**src/rtl/cil_pkg.sv**
```systemverilog
package cil_pkg;

  // Largest distance, in merged-stream symbols, between a write and its read.
  function automatic int max_delay(input int nbr, input int unit);
    return (nbr - 1) * unit * nbr;
  endfunction

  // Address width: buffer must hold max_delay + 1 symbols, power of two.
  function automatic int addr_w(input int nbr, input int unit);
    int w;
    w = $clog2(max_delay(nbr, unit) + 1);
    return (w < 1) ? 1 : w;
  endfunction

  function automatic int branch_w(input int nbr);
    return (nbr > 1) ? $clog2(nbr) : 1;
  endfunction

  function automatic bit is_pow2(input int v);
    return (v > 0) && ((v & (v - 1)) == 0);
  endfunction

endpackage

```
**src/rtl/cil_commutator.sv**
```systemverilog
module cil_commutator #(
  parameter int N_BR = 40,
  parameter int UNIT = 200,
  parameter int AW   = 19,
  parameter int BW   = 6
) (
  input  logic          clk,
  input  logic          rst,
  input  logic          adv,
  output logic [BW-1:0] branch,
  output logic [AW-1:0] off
);

  localparam int            STEP   = UNIT * N_BR;
  localparam logic [BW-1:0] LAST   = BW'(N_BR - 1);
  localparam logic [AW-1:0] STEP_V = AW'(STEP);

  logic at_last;
  assign at_last = (branch == LAST);

  // Branch index and its read offset (branch * UNIT * N_BR) move together;
  // the offset is accumulated so no multiplier sits on the read path.
  always_ff @(posedge clk) begin
    if (rst) begin
      branch <= '0;
      off    <= '0;
    end else if (adv) begin
      if (at_last) begin
        branch <= '0;
        off    <= '0;
      end else begin
        branch <= branch + 1'b1;
        off    <= off + STEP_V;
      end
    end
  end

  AST_RR_WRAP: assert property (@(posedge clk) disable iff (rst)
    adv && at_last |=> branch == '0 && off == '0);

  AST_RR_STEP: assert property (@(posedge clk) disable iff (rst)
    adv && !at_last |=> branch == $past(branch) + 1'b1);

  AST_RR_HOLD: assert property (@(posedge clk) disable iff (rst)
    !adv |=> $stable(branch) && $stable(off));

endmodule

```
**src/rtl/cil_wr_ptr.sv**
```systemverilog
module cil_wr_ptr #(
  parameter int AW      = 19,
  parameter int ROW_LEN = 256,
  parameter int MAXD    = 312000
) (
  input  logic          clk,
  input  logic          rst,
  input  logic          adv,
  output logic [AW-1:0] wptr,
  output logic [AW-1:0] fill,
  output logic          wr_en_q,
  output logic [AW-1:0] wr_addr_q,
  output logic          row_start_q
);

  localparam logic [AW-1:0] FILL_MAX = AW'(MAXD);

  logic row_now;

  // Row-boundary detection: choose the cheapest form the parameters allow.
  generate
    if (ROW_LEN <= 1) begin : g_row_every
      assign row_now = 1'b1;
    end else if (cil_pkg::is_pow2(ROW_LEN) && (ROW_LEN <= (1 << AW))) begin : g_row_bits
      localparam int LW = $clog2(ROW_LEN);
      assign row_now = (wptr[LW-1:0] == '0);
    end else begin : g_row_cnt
      localparam int            CW      = $clog2(ROW_LEN);
      localparam logic [CW-1:0] COL_END = CW'(ROW_LEN - 1);
      logic [CW-1:0] col;
      always_ff @(posedge clk) begin
        if (rst) begin
          col <= '0;
        end else if (adv) begin
          col <= (col == COL_END) ? '0 : col + 1'b1;
        end
      end
      assign row_now = (col == '0);
    end
  endgenerate

  // Next write address and warm-up depth (slots since reset, saturating).
  always_ff @(posedge clk) begin
    if (rst) begin
      wptr <= '0;
      fill <= '0;
    end else if (adv) begin
      wptr <= wptr + 1'b1;
      if (fill != FILL_MAX) fill <= fill + 1'b1;
    end
  end

  always_ff @(posedge clk) begin
    if (rst) begin
      wr_en_q     <= 1'b0;
      wr_addr_q   <= '0;
      row_start_q <= 1'b0;
    end else begin
      wr_en_q     <= adv;
      row_start_q <= adv && row_now;
      if (adv) wr_addr_q <= wptr;
    end
  end

  AST_WR_FOLLOWS: assert property (@(posedge clk) disable iff (rst)
    adv |=> wr_en_q);

  AST_WR_CONSEC: assert property (@(posedge clk) disable iff (rst)
    wr_en_q && $past(wr_en_q) |-> wr_addr_q == AW'($past(wr_addr_q) + 1'b1));

  AST_FILL_MONO: assert property (@(posedge clk) disable iff (rst)
    !$past(rst) |-> fill >= $past(fill));

  AST_ROW_WITH_WR: assert property (@(posedge clk) disable iff (rst)
    row_start_q |-> wr_en_q);

endmodule

```
**src/rtl/cil_rd_gen.sv**
```systemverilog
module cil_rd_gen #(
  parameter int AW = 19,
  parameter int BW = 6
) (
  input  logic          clk,
  input  logic          rst,
  input  logic          adv,
  input  logic [AW-1:0] wptr,
  input  logic [AW-1:0] off,
  input  logic [AW-1:0] fill,
  input  logic [BW-1:0] branch,
  output logic          rd_en_q,
  output logic [AW-1:0] rd_addr_q,
  output logic [BW-1:0] rd_branch_q
);

  logic          ready;
  logic [AW-1:0] target;

  // The target symbol exists once at least 'off' symbols precede this slot.
  assign ready  = (fill >= off);
  assign target = wptr - off;

  always_ff @(posedge clk) begin
    if (rst) begin
      rd_en_q     <= 1'b0;
      rd_addr_q   <= '0;
      rd_branch_q <= '0;
    end else begin
      rd_en_q <= adv && ready;
      if (adv) begin
        rd_addr_q   <= target;
        rd_branch_q <= branch;
      end
    end
  end

  AST_RD_HOLD: assert property (@(posedge clk) disable iff (rst)
    !adv |=> !rd_en_q && $stable(rd_addr_q));

endmodule

```
**src/rtl/cil_rdaddr_gen.sv**
```systemverilog
module cil_rdaddr_gen #(
  parameter  int N_BR    = 40,
  parameter  int UNIT    = 200,
  parameter  int ROW_LEN = 256,
  localparam int AW      = cil_pkg::addr_w(N_BR, UNIT),
  localparam int BW      = cil_pkg::branch_w(N_BR)
) (
  input  logic          clk,
  input  logic          rst,
  input  logic          in_valid,
  output logic          wr_en,
  output logic [AW-1:0] wr_addr,
  output logic          wr_row_start,
  output logic          rd_en,
  output logic [AW-1:0] rd_addr,
  output logic [BW-1:0] rd_branch
);

  localparam int MAXD = cil_pkg::max_delay(N_BR, UNIT);

  logic [BW-1:0] branch;
  logic [AW-1:0] off;
  logic [AW-1:0] wptr;
  logic [AW-1:0] fill;

  cil_commutator #(
    .N_BR(N_BR), .UNIT(UNIT), .AW(AW), .BW(BW)
  ) u_comm (
    .clk(clk), .rst(rst), .adv(in_valid),
    .branch(branch), .off(off)
  );

  cil_wr_ptr #(
    .AW(AW), .ROW_LEN(ROW_LEN), .MAXD(MAXD)
  ) u_wr (
    .clk(clk), .rst(rst), .adv(in_valid),
    .wptr(wptr), .fill(fill),
    .wr_en_q(wr_en), .wr_addr_q(wr_addr), .row_start_q(wr_row_start)
  );

  cil_rd_gen #(
    .AW(AW), .BW(BW)
  ) u_rd (
    .clk(clk), .rst(rst), .adv(in_valid),
    .wptr(wptr), .off(off), .fill(fill), .branch(branch),
    .rd_en_q(rd_en), .rd_addr_q(rd_addr), .rd_branch_q(rd_branch)
  );

  AST_BR0_SAME: assert property (@(posedge clk) disable iff (rst)
    wr_en && rd_branch == '0 |-> rd_en && rd_addr == wr_addr);

  AST_RD_WITH_WR: assert property (@(posedge clk) disable iff (rst)
    rd_en |-> wr_en);

  AST_IDLE_QUIET: assert property (@(posedge clk) disable iff (rst)
    !in_valid |=> !wr_en && !rd_en && !wr_row_start);

  AST_RESET_QUIET: assert property (@(posedge clk) disable iff (rst)
    $past(rst) |-> !wr_en && !rd_en && !wr_row_start);

endmodule

```
**config.mk**
```make
export PLATFORM = sky130hd
export DESIGN_NAME = cil_rdaddr_gen
export DESIGN_NICKNAME = d
export VERILOG_FILES = /design/src/rtl/cil_pkg.sv /design/src/rtl/cil_commutator.sv /design/src/rtl/cil_wr_ptr.sv /design/src/rtl/cil_rd_gen.sv /design/src/rtl/cil_rdaddr_gen.sv
export SDC_FILE = /design/constraint.sdc
export NUM_CORES = 1
export LEC_CHECK = 0
export BUFFER_PORTS_ARGS = -buffer_cell sky130_fd_sc_hd__buf_2
export CORE_ASPECT_RATIO = 1.25
export CORE_MARGIN = 2
export CORE_UTILIZATION = 50
export CTS_CLUSTER_DIAMETER = 60
export CTS_CLUSTER_SIZE = 40
export DETAILED_ROUTE_END_ITERATION = 8
export GPL_TIMING_DRIVEN = 0
export PLACE_DENSITY = 0.78
export SKIP_CTS_REPAIR_TIMING = 1
export SLEW_MARGIN = 15
export SYNTH_ARGS = -nofsm -noshare
export SYNTH_HDL_FRONTEND = slang
export SYNTH_SLANG_ARGS = --single-unit
```
**constraint.sdc**
```tcl
create_clock -name clk -period 2 [get_ports clk]
set_clock_uncertainty 0.05 [all_clocks]
set_input_delay 0.4 -clock clk [delete_from_list [all_inputs] [get_ports clk]]
set_output_delay 0.4 -clock clk [all_outputs]
set_load 0.01 [all_outputs]
```
==> metrics.cfg, run 1 <==
[setup_path]
cp.arrival_ns=2.28
crit_type=reg -> reg
crit_buf_inv=1
crit_path_top_delay_cell=dfxtp_4
cp_top_family=compound AO/OA/AOI/OAI gates
cp-end-kind=register
path_depth=8
path_max_fanout=4
rr_worst_depth=8
startpoint_type=register
max_stage_delay_ns=0.36
cp_cell_sequence=inv_4, ha_4, a21o_1, a211o_1, o21a_1, a221oi_2, xor2_1, o21ai_1
crit_required_ns=2.18

[synth]
synth_top_family_by_area=simple AND/OR/NAND/NOR gates
synth-adder-area-share_pct=8.06
yosysTopAreaCellShare_pct=40.2
syn_inst=583
ys_ff_latch=103
syn_area_per_cell_um2=8.79
async_flop_share_pct=0
ys.flop_type=dfxtp_1
synth_compound_area_share_pct=11.4
synth-edff-count=0
synth_fp_nets=619
synth_area_um2=5120
synth-xor-area-share_pct=8.38
synthSimpleGateAreaFrac_pct=21.6
ys_warn_count=0
synthMuxAreaShare_pct=6.08
synth_top_area_cell=dfxtp_1
synth.distinct_cells=55
synth.area.top_cells=dfxtp_1 40%, ha_1 8.1%, nor2_1 6.8%
synth-seq-area-share_pct=40.2

[floorplan]
fp.dieArea_um2=11100
core_um2=10100
io_pins=50
placementRows=41
die_w_um=94.5
initial_utilization_pct=51.0
die_y_um=117

[cts]
clk_pin_slew_ns=0.07
cts_tree=done
clk_latency_ns=0.35
clkSinkCount=103
root_buffer=clkbuf_16
ctsLongestPathBuffers=2
numCtsBuffers=9
htreeDepth=3

[timing]
final-setup-viol-count=2
fin_crit_sh_pct=105
rsz0062_at_grt=true
finalSetupTns_ns=-0.184
worst_pin_slew_ns=0.607
fmax_ghz=0.475
hold_viol=0
period_needed_ns=2.10
max-slew-margin-rel_pct=59.2
slew_violations=0
finalWorstSetupSlack_ns=-0.104

[cells_and_area]
final_layout_size_suffix_gt1_share_pct=20.1
antennaDiodeCount=0
multi_input_area_um2=3020
register_area_um2=2090
area_growth_pct=18.6
nets=682
fin_cells=780
fillers=892

[drt]
wl_per_cell_um=16.2
wl_um=12600
drc=0
firstDrtPassIters=4
drt_iter0_drc=182
antenna_left=0
vias_per_cell=5.66
via_count=4413

[global_routing]
overflow=0
antenna_found_initial=0
top_usage_layer=met2
met2_usage_pct=41.3
grt_pass1_wl_um=20000
grt_max_degree=19
grtUsageTotal_pct=23.5
grt_pass1_vias=4224
grt_use_met3_pct=3.71
grtUsageMet1_pct=27.0

[power]
power.density_nw_per_um2=808
clkPwrFrac_pct=39.1
intPower_mw=3.59
p_sw_share_pct=27.0
peakVddDrop_uv=678
power_switching_mw=1.33
pwr-share-comb_pct=15.8
total_power_mw=4.91
pwr-share-seq_pct=45.1
leakagePower_nw=2.56

[worst_hold_path]
hold_depth=2
hold_class=reg -> reg

[flow_run]
cap_violations=0

[placement]
placed_cells=760
place_hpwl_um=9490
port_buffers=48
dp_worst_setup_slack_ns=-0.301
globalplace.congestion=0.909

[status]
status=finished with violations
violations=negative setup slack

-- final timing paths --
path / endpoint / start / slack, ns
setup / recovery: u_rd.rd_addr_q[17]$_SDFFE_PP0P_ / u_comm.off[10]$_SDFFE_PP0P_ / -0.10
hold / removal: u_rd.rd_addr_q[17]$_SDFFE_PP0P_ / u_rd.rd_addr_q[17]$_SDFFE_PP0P_ / 0.40
setup reg to reg: u_rd.rd_addr_q[17]$_SDFFE_PP0P_ / u_comm.off[10]$_SDFFE_PP0P_ / -0.10
hold reg to reg: u_rd.rd_addr_q[17]$_SDFFE_PP0P_ / u_rd.rd_addr_q[17]$_SDFFE_PP0P_ / 0.40
-- kinds of logic after synthesis --
kind of cell             Yosys count
AO/OA/AOI/OAI                     93
buffers and inverters             49
flip-flops                       103
XOR/XNOR                          49
other                              1
AND/OR/NAND/NOR                  224
adder cells (fa/ha/maj)           33
multiplexers                      31
-- per-layer routing --
| layer | part of all wire, % | wire (um) | up-vias |
|---|---|---|---|
| met3 | 4.3 | 541 | 38 |
| li1 | - | - | 2144 |
| met4 | 4.4 | 558 | 0 |
| met5 | 0 | 0 | - |
| met2 | 51 | 6410 | 116 |
| met1 | 40 | 5090 | 2115 |
-- stage by stage --
stage	area [um^2]	utilization, %	hold WS (ns)
floorplan	5140	-	0.415
global placement	5540	55.1	0.390
detailed placement	5540	55.1	0.392
CTS	5860	58.3	0.402
global route	6080	60.5	0.418
finish	6080	60.5	0.395
-- synth_stat cells (4+ instances only) --
cell type	number
a21o_1	8
clkbuf_1	12
or4_1	4
or3_1	12
o21ai_0	22
nor2_1	93
nor3_1	8
and3_1	8
buf_2	6
mux2i_1	30
xor2_1	29
nand4_1	8
inv_1	24
nand3_1	14
ha_1	33
dfxtp_1	103
o211ai_1	5
nand2_1	48
xnor2_1	20
a211oi_1	7
o21a_1	4
a21oi_1	31
-- tightest hold or removal path, delay by kind of cell (launching register included) --
family / cells / cell delay [ns]
AOI/OAI and AO/OA: 1 / 0.05
DFF: 1 / 0.31
and+or+nand+nor: 1 / 0.05
-- cells in the final DEF, fill, tap and decap left out, types with 12 or more instances in the layout --
cell and count:
buf_2 54, clkbuf_1 12, dfxtp_2 12, ha_1 22, a21oi_1 26, inv_1 19
nand3_1 14, xnor2_1 20, nor2_1 93, dfxtp_1 88, mux2i_1 30, nand2_1 48
or3_1 12, xor2_1 29, o21ai_0 20
-- area by class of cell --
class                      instances  share of cell area, %
inverter                          24                   1.52
clock buffer                       9                   3.71
clock inverter                     7                   1.67
sequential                       103                   34.4
buffer                            25                   2.04
timing repair buffer              52                   4.45
multi-input combinational        431                   49.6
tap                              129                   2.66
-- sequential cells by signal, summed over array words and instances (netlist names) --
register,count
u_wr.fill,19
u_comm.branch,6
u_rd.rd_branch_q,6
u_rd.rd_addr_q,19
u_wr.row_start_q,1
u_comm.off,13
u_wr.wr_en_q,1
u_wr.wr_addr_q,18
u_wr.wptr,19
u_rd.rd_en_q,1
-- power by group through the flow --
stage	logic (mW)	clock network (mW)	registers, mW
after global placement	0.680	0	2.26
after detailed placement	0.694	0	2.26
after floorplan	0.487	0	2.27
after CTS	0.700	1.95	2.21
final	0.776	1.92	2.22
after global routing	0.847	2.02	2.23
No activity file was read; power rests on OpenSTA's default activity.
==> inputs of run 2 (changes only) <==
--- a/config.mk
+++ b/config.mk
@@ -13,7 +13,7 @@
 export CTS_CLUSTER_SIZE = 40
 export DETAILED_ROUTE_END_ITERATION = 8
 export GPL_TIMING_DRIVEN = 0
-export PLACE_DENSITY = 0.78
+export PLACE_DENSITY_LB_ADDON = 0.08
 export SKIP_CTS_REPAIR_TIMING = 1
 export SLEW_MARGIN = 15
 export SYNTH_ARGS = -nofsm -noshare
==> run 2 against run 1 <==
First-iteration DRC count is 16% lower. Sequential share of layout area rose by 0.091 points. The flow still finishes with violations (negative setup slack). Routed wire length grew 0.36%. Count of clock-buffer cells in the layout up 1. Core utilization down 0.087 points. Worst setup slack gained 0.077 ns. Hold slack is essentially flat.
==> metrics.cfg, run 2 (synthesized netlist as in run 1, its figures left out) <==
[drt]
met2_length_um=6550  ; +2.2%
drt_iter0_drc=152  ; -16%
wl_met3_um=465  ; -14%
maxUsedRoutingLayer=met4
antenna_left=0  ; unchanged
wl_met1_um=5400  ; +6.0%
wl_per_cell_um=16.1  ; -0.15%
firstDrtPassIters=5  ; +1
via_count=4298  ; -2.6%
drc=0  ; unchanged
vias_per_cell=5.48  ; -3.1%
wl_um=12600  ; +0.36%

[floorplan]
placementRows=41  ; unchanged
die_w_um=94.5  ; unchanged
initial_utilization_pct=51.0  ; unchanged
die_y_um=117  ; unchanged
io_pins=50  ; unchanged
core_um2=10100  ; unchanged
fp.dieArea_um2=11100  ; unchanged

[setup_path]
crit_path_top_delay_cell=dfxtp_4
r2r_setup_slack_ns=-0.03  ; +0.08 ns
max_stage_delay_ns=0.37  ; about the same
cp-end-kind=register
cp_cell_sequence=inv_4, ha_4, a21o_1, a211o_1, o21a_1, a221oi_2, xor2_1, o21ai_1
cp_top_family=compound AO/OA/AOI/OAI gates
crit_buf_inv=1  ; unchanged
rr_worst_depth=8  ; unchanged
path_max_fanout=3  ; -1
startpoint_type=register
cp.arrival_ns=2.20  ; -0.08 ns
crit_type=reg -> reg
reg2reg_from=u_comm.off[10]$_SDFFE_PP0P_
crit_required_ns=2.17  ; about the same
reg2reg_to=u_rd.rd_addr_q[17]$_SDFFE_PP0P_

[cells_and_area]
area_growth_pct=18.5
final_cell_mix=93 x nor2_1, 88 x dfxtp_1, 54 x buf_2
register_area_um2=2090  ; +0.12%
largestRegisters=u_rd.rd_addr_q x19, u_wr.fill x19, u_wr.wptr x19
final_layout_size_suffix_gt1_share_pct=20.5  ; +0.34 points
fin_area_um2=6070  ; -0.14%
multi_input_area_um2=3010  ; -0.21%
final_common_cell=nor2_1
fillers=953  ; +6.8%
nets=686  ; +0.59%
antennaDiodeCount=0  ; unchanged
fin_cells=784  ; +0.51%

[timing]
max-slew-margin-rel_pct=57.4  ; -1.8 points
finalSetupTns_ns=-0.0268  ; +0.157 ns
slew_violations=0  ; unchanged
period_needed_ns=2.03  ; -0.0773 ns
rsz0062_at_grt=true
fmax_ghz=0.493  ; +3.8%
final-setup-viol-count=1  ; -1
finalWorstSetupSlack_ns=-0.0268  ; +0.0773 ns
worst_pin_slew_ns=0.634  ; +0.0271 ns
fin_crit_sh_pct=101  ; -3.9 points
hold_viol=0  ; unchanged

[placement]
placed_cells=760  ; unchanged
port_buffers=48  ; unchanged
place_hpwl_um=9320  ; -1.8%
globalplace.congestion=0.886  ; -2.5%
dpl_cell_area_um2=5540  ; unchanged

[power]
total_power_mw=4.71  ; -4.2%
intPower_mw=3.38  ; -5.9%
leakagePower_nw=2.59  ; +1.1%
clkPwrFrac_pct=36.5  ; -2.6 points
power_switching_mw=1.33  ; +0.30%
peakVddDrop_uv=442  ; -35%
p_sw_share_pct=28.3  ; +1.3 points
pwr-share-seq_pct=47.0  ; +1.9 points
pwr-share-comb_pct=16.5  ; +0.7 points
power.density_nw_per_um2=775  ; -4.1%

[worst_hold_path]
hold_class=in -> reg
holdPathEnd=u_wr.wptr[3]$_SDFFE_PP0P_
hold_depth=4  ; +2
hp-start=in_valid

[global_routing]
grt_pass1_vias=4141  ; -2.0%
grt_max_degree=19  ; unchanged
antenna_found_initial=0  ; unchanged
grt_pass1_wl_um=20400  ; +1.7%
grtUsageTotal_pct=23.9  ; +0.35 points
overflow=0  ; unchanged

[cts]
root_buffer=clkbuf_16
cts_tree=done
clk_latency_ns=0.35  ; about the same
numCtsBuffers=9  ; unchanged
ctsLongestPathBuffers=2  ; unchanged
clkSinkCount=103  ; unchanged
htreeDepth=3  ; unchanged
clk_pin_slew_ns=0.07  ; about the same

[status]
violations=negative setup slack
status=finished with violations

[flow_run]
cap_violations=0  ; unchanged

==> run 2: cell types whose count changed in the layout (fill, tap and decap cells not counted), moves of 2 or more <==
cell / delta
bufinv_16: -2
ha_1: +2
inv_8: +2
buf_4: +4
inv_6: -2
==> run 2: layer usage <==
layer,up-vias,global-route usage (%)
met4,0,8.79
met2,77,42.8
li1,2146,-
met1,2061,28.6
met3,14,4.16
met5,-,0
==> run 2: layout make-up <==
type | count | area share, %
multi-input cells | 431 | 49.6
flip-flops and latches | 103 | 34.4
repair buffers | 56 | 4.95
clock buffers | 10 | 3.94
well taps | 129 | 2.66
plain buffers | 25 | 2.06
inverters | 24 | 1.53
clock inverters | 6 | 0.845
==> run 2: worst max-delay path by stage <==
stage	slack (ns)	cells past startpoint	endpoint	startpoint
CTS	-0.23	8	u_rd.rd_addr_q[17]$_SDFFE_PP0P_	u_comm.off[9]$_SDFFE_PP0P_
detailed placement	-0.23	6	u_comm.off[17]$_SDFFE_PP0P_	in_valid
global placement	-0.21	6	u_rd.rd_addr_q[12]$_SDFFE_PP0P_	in_valid
global route	-0.07	8	u_rd.rd_addr_q[17]$_SDFFE_PP0P_	u_comm.off[10]$_SDFFE_PP0P_
floorplan	0.01	8	u_rd.rd_addr_q[17]$_SDFFE_PP0P_	u_comm.off[10]$_SDFFE_PP0P_
finish	-0.03	8	u_rd.rd_addr_q[17]$_SDFFE_PP0P_	u_comm.off[10]$_SDFFE_PP0P_
==> run 2: worst min-delay path, stage by stage <==
cell and delay [ns]:
buf_2 0.15, nand4_4 0.08, xnor2_1 0.06, nor2_1 0.07
==> run 2: power by group through the flow <==
stage          Sequential [mW]  Combinational, mW  Clock, mW
3_5_place_dp              2.25              0.696          0
3_3_place_gp              2.25              0.684          0
6_report                  2.21              0.775       1.72
4_1_cts                   2.21              0.702       1.76
2_1_floorplan             2.27              0.487          0
5_1_grt                   2.22              0.855       1.84
==> run 2: through the flow <==
step / worst slack, ns / hold WS, ns / utilization [%]
2_1_floorplan: 0.0146 / 0.415 / -
3_3_place_gp: -0.208 / 0.386 / 55.1
3_5_place_dp: -0.228 / 0.394 / 55.1
4_1_cts: -0.230 / 0.391 / 58.0
5_1_grt: -0.0717 / 0.417 / 60.4
6_report: -0.0268 / 0.395 / 60.4
==> inputs of run 3 (changes only) <==
--- a/config.mk
+++ b/config.mk
@@ -5,6 +5,7 @@
 export SDC_FILE = /design/constraint.sdc
 export NUM_CORES = 1
 export LEC_CHECK = 0
+export ABC_AREA = 1
 export BUFFER_PORTS_ARGS = -buffer_cell sky130_fd_sc_hd__buf_2
 export CORE_ASPECT_RATIO = 1.25
 export CORE_MARGIN = 2
==> constraint.sdc (replaced) <==
create_clock -name clk -period 2 [get_ports clk]
set_clock_uncertainty 0.05 [all_clocks]
set_input_delay 0.2 -clock clk [delete_from_list [all_inputs] [get_ports clk]]
set_output_delay 0.2 -clock clk [all_outputs]
set_load 0.01 [all_outputs]
==> run 3 against run 2 <==
The run now ends clean. Maximum frequency is 8.0% higher. Non-clock buffer count is 7 lower. Core utilization is 2.7 points lower. Clock power is 3% higher. Worst setup slack better by 0.15 ns.
==> metrics.cfg, run 3 <==
[drt]
wl_um=14900  ; +18%
vias_per_cell=5.21  ; -5.0%
antenna_left=0  ; unchanged
firstDrtPassIters=5  ; unchanged
drt_iter0_drc=261  ; +72%
via_count=5356  ; +25%
drc=0  ; unchanged
wl_per_cell_um=14.5  ; -10%

[synth]
ys_top_cells_by_count=207 x nand2_1, 114 x nor2_1, 106 x inv_1
synth.distinct_cells=27  ; -51%
syn_area_per_cell_um2=6.73  ; -23%
async_flop_share_pct=0  ; unchanged
yosysTopAreaCellShare_pct=36.9  ; -3.3 points
synth_fp_nets=866  ; +40%
syn_inst=830  ; +42%
ys.flop_type=dfxtp_1
synth_top_area_cell=dfxtp_1
synth-seq-area-share_pct=36.9  ; -3.3 points
yosysMostFrequentCell=nand2_1
ys_warn_count=0  ; unchanged
ys_ff_latch=103  ; unchanged
synth.area.top_cells=dfxtp_1 37%, nand2_1 14%, nor2_1 7.7%
synth_area_um2=5590  ; +9.0%
synth-edff-count=0  ; unchanged

[timing]
hold_viol=0  ; unchanged
max-slew-margin-rel_pct=54.8  ; -2.7 points
hold_ws_ns=0.148  ; -0.248 ns
fmax_ghz=0.533  ; +8.0%
slew_violations=0  ; unchanged
finalWorstSetupSlack_ns=0.124  ; +0.151 ns
fin_crit_sh_pct=93.8  ; -7.5 points
final-setup-viol-count=0  ; -1
period_needed_ns=1.88  ; -0.151 ns
worst_pin_slew_ns=0.679  ; +0.0446 ns

[cells_and_area]
area_growth_pct=13.2
nets=925  ; +35%
final_cell_mix=206 x nand2_1, 114 x nor2_1, 106 x inv_1
largestRegisters=u_rd.rd_addr_q x19, u_wr.fill x19, u_wr.wptr x19
antennaDiodeCount=0  ; unchanged
final_layout_size_suffix_gt1_share_pct=10.2  ; -10 points
post-route-util_pct=57.6  ; -2.7 points
final_common_cell=nand2_1
fin_area_um2=6330  ; +4.2%

[cts]
cts_tree=done
clk_pin_slew_ns=0.07  ; about the same
clkSinkCount=103  ; unchanged
htreeDepth=3  ; unchanged
ctsLongestPathBuffers=2  ; unchanged
clk_latency_ns=0.35  ; about the same
root_buffer=clkbuf_16
numCtsBuffers=9  ; unchanged

[floorplan]
initial_utilization_pct=50.9  ; -0.058 points
die_w_um=98.5  ; +4.2%
core_um2=11000  ; +9.2%
fp.dieArea_um2=12000  ; +8.7%
die_y_um=122  ; +4.3%
io_pins=50  ; unchanged
placementRows=43  ; +4.9%

[setup_path]
path_max_fanout=4  ; +1
critPathLaunch=u_comm.off[6]$_SDFFE_PP0P_
reg2reg_to=u_rd.rd_addr_q[13]$_SDFFE_PP0P_
crit_required_ns=2.18  ; about the same
reg2reg_from=u_comm.off[6]$_SDFFE_PP0P_
cp.arrival_ns=2.05  ; -0.15 ns
cp-end-kind=register
crit_type=reg -> reg
rr_worst_depth=10  ; +2
r2r_setup_slack_ns=0.12  ; +0.15 ns
startpoint_type=register

[placement]
dpl_cell_area_um2=6000  ; +8.3%
place_hpwl_um=11500  ; +24%
dp_worst_setup_slack_ns=0.0363  ; +0.265 ns
globalplace.congestion=0.918  ; +3.6%
port_buffers=48  ; unchanged

[worst_hold_path]
holdPathEnd=u_wr.wr_en_q$_SDFF_PP0_
hold_class=in -> reg
hold_depth=2  ; -2
hp-start=rst

[global_routing]
grt_pass1_vias=5051  ; +22%
antenna_found_initial=0  ; unchanged
grtUsageTotal_pct=25.4  ; +1.5 points
grt_pass1_wl_um=24400  ; +20%
grt_max_degree=18  ; -1
overflow=0  ; unchanged

[power]
power.density_nw_per_um2=755  ; -2.7%
leakagePower_nw=2.92  ; +13%
peakVddDrop_uv=441  ; -0.26%

[status]
status=finished, final reports clean

[flow_run]
cap_violations=0  ; unchanged

run 3: changes by cell type after synthesis, moves of 14 or more:
cell     previous run  this run
o21ai_0            22        46
mux2i_1            30         0
inv_1              24       106
nand3_1            14        39
a21oi_1            31        77
nand2_1            48       207
xnor2_1            20         6
nor2_1             93       114
run 3: power breakdown:
part / total (mW) / switching [mW] / internal [mW]
logic: 0.788 / 0.518 / 0.270
registers: 2.22 / 0.0655 / 2.15
clock network: 1.77 / 0.799 / 0.970
total: 4.77 / 1.38 / 3.39
run 3: layout make-up:
| class | count | area (um^2) |
|---|---|---|
| Sequential cell | 103 | 2060 |
| Tap cell | 135 | 169 |
| Buffer | 26 | 130 |
| Clock inverter | 6 | 70.1 |
| Fill cell | 1073 | 4650 |
| Multi-Input combinational cell | 594 | 3030 |
| Timing Repair Buffer | 48 | 240 |
| Clock buffer | 9 | 225 |
| Inverter | 107 | 402 |
run 3: cell families after synthesis:
logic type	count (synthesis)	synth area share, %
AOI/OAI and AO/OA	130	11.9
xor gates and xnor gates	35	5.49
adders and majority gates	33	7.39
buffers and inverters	133	9.52
DFF	103	36.9
other	1	0.0671
and+or+nand+nor	395	28.7
run 3: worst max-delay path by stage:
| stage | endpoint | slack, ns | cells after the start |
|---|---|---|---|
| after CTS | u_comm.off[12]$_SDFFE_PP0P_ | 0.02 | 6 |
| after global routing | u_rd.rd_addr_q[18]$_SDFFE_PP0P_ | -0.03 | 12 |
| after detailed placement | u_comm.off[16]$_SDFFE_PP0P_ | 0.04 | 6 |
| after floorplan | u_rd.rd_addr_q[16]$_SDFFE_PP0P_ | 0.42 | 12 |
| final | u_rd.rd_addr_q[13]$_SDFFE_PP0P_ | 0.12 | 10 |
| after global placement | u_comm.off[18]$_SDFFE_PP0P_ | 0.04 | 6 |
run 3: layer usage:
layer,wire length (um),vias up,track usage [%]
met5,0,-,0
met2,7610,118,46.2
met1,6250,2464,30.4
met3,609,29,3.96
li1,-,2745,-
met4,395,0,8.56
run 3: through the flow:
stage / power, mW / std cells / TNS (ns)
2_1_floorplan: 2.79 / 830 / 0
3_3_place_gp: 3.01 / 1013 / 0
3_5_place_dp: 3.03 / 1013 / 0
4_1_cts: 4.78 / 1028 / 0
5_1_grt: 4.98 / 1028 / -0.0344
6_report: 4.77 / 1028 / 0
run 3: worst max-delay path, stage by stage (launching register included):
cell	delay, ns
dfxtp_1	0.35
inv_1	0.11
ha_1	0.35
inv_1	0.07
nand2_1	0.11
nand3_1	0.11
nand2_1	0.12
nand2_1	0.08
nand2_1	0.06
xnor2_1	0.22
o21ai_0	0.11
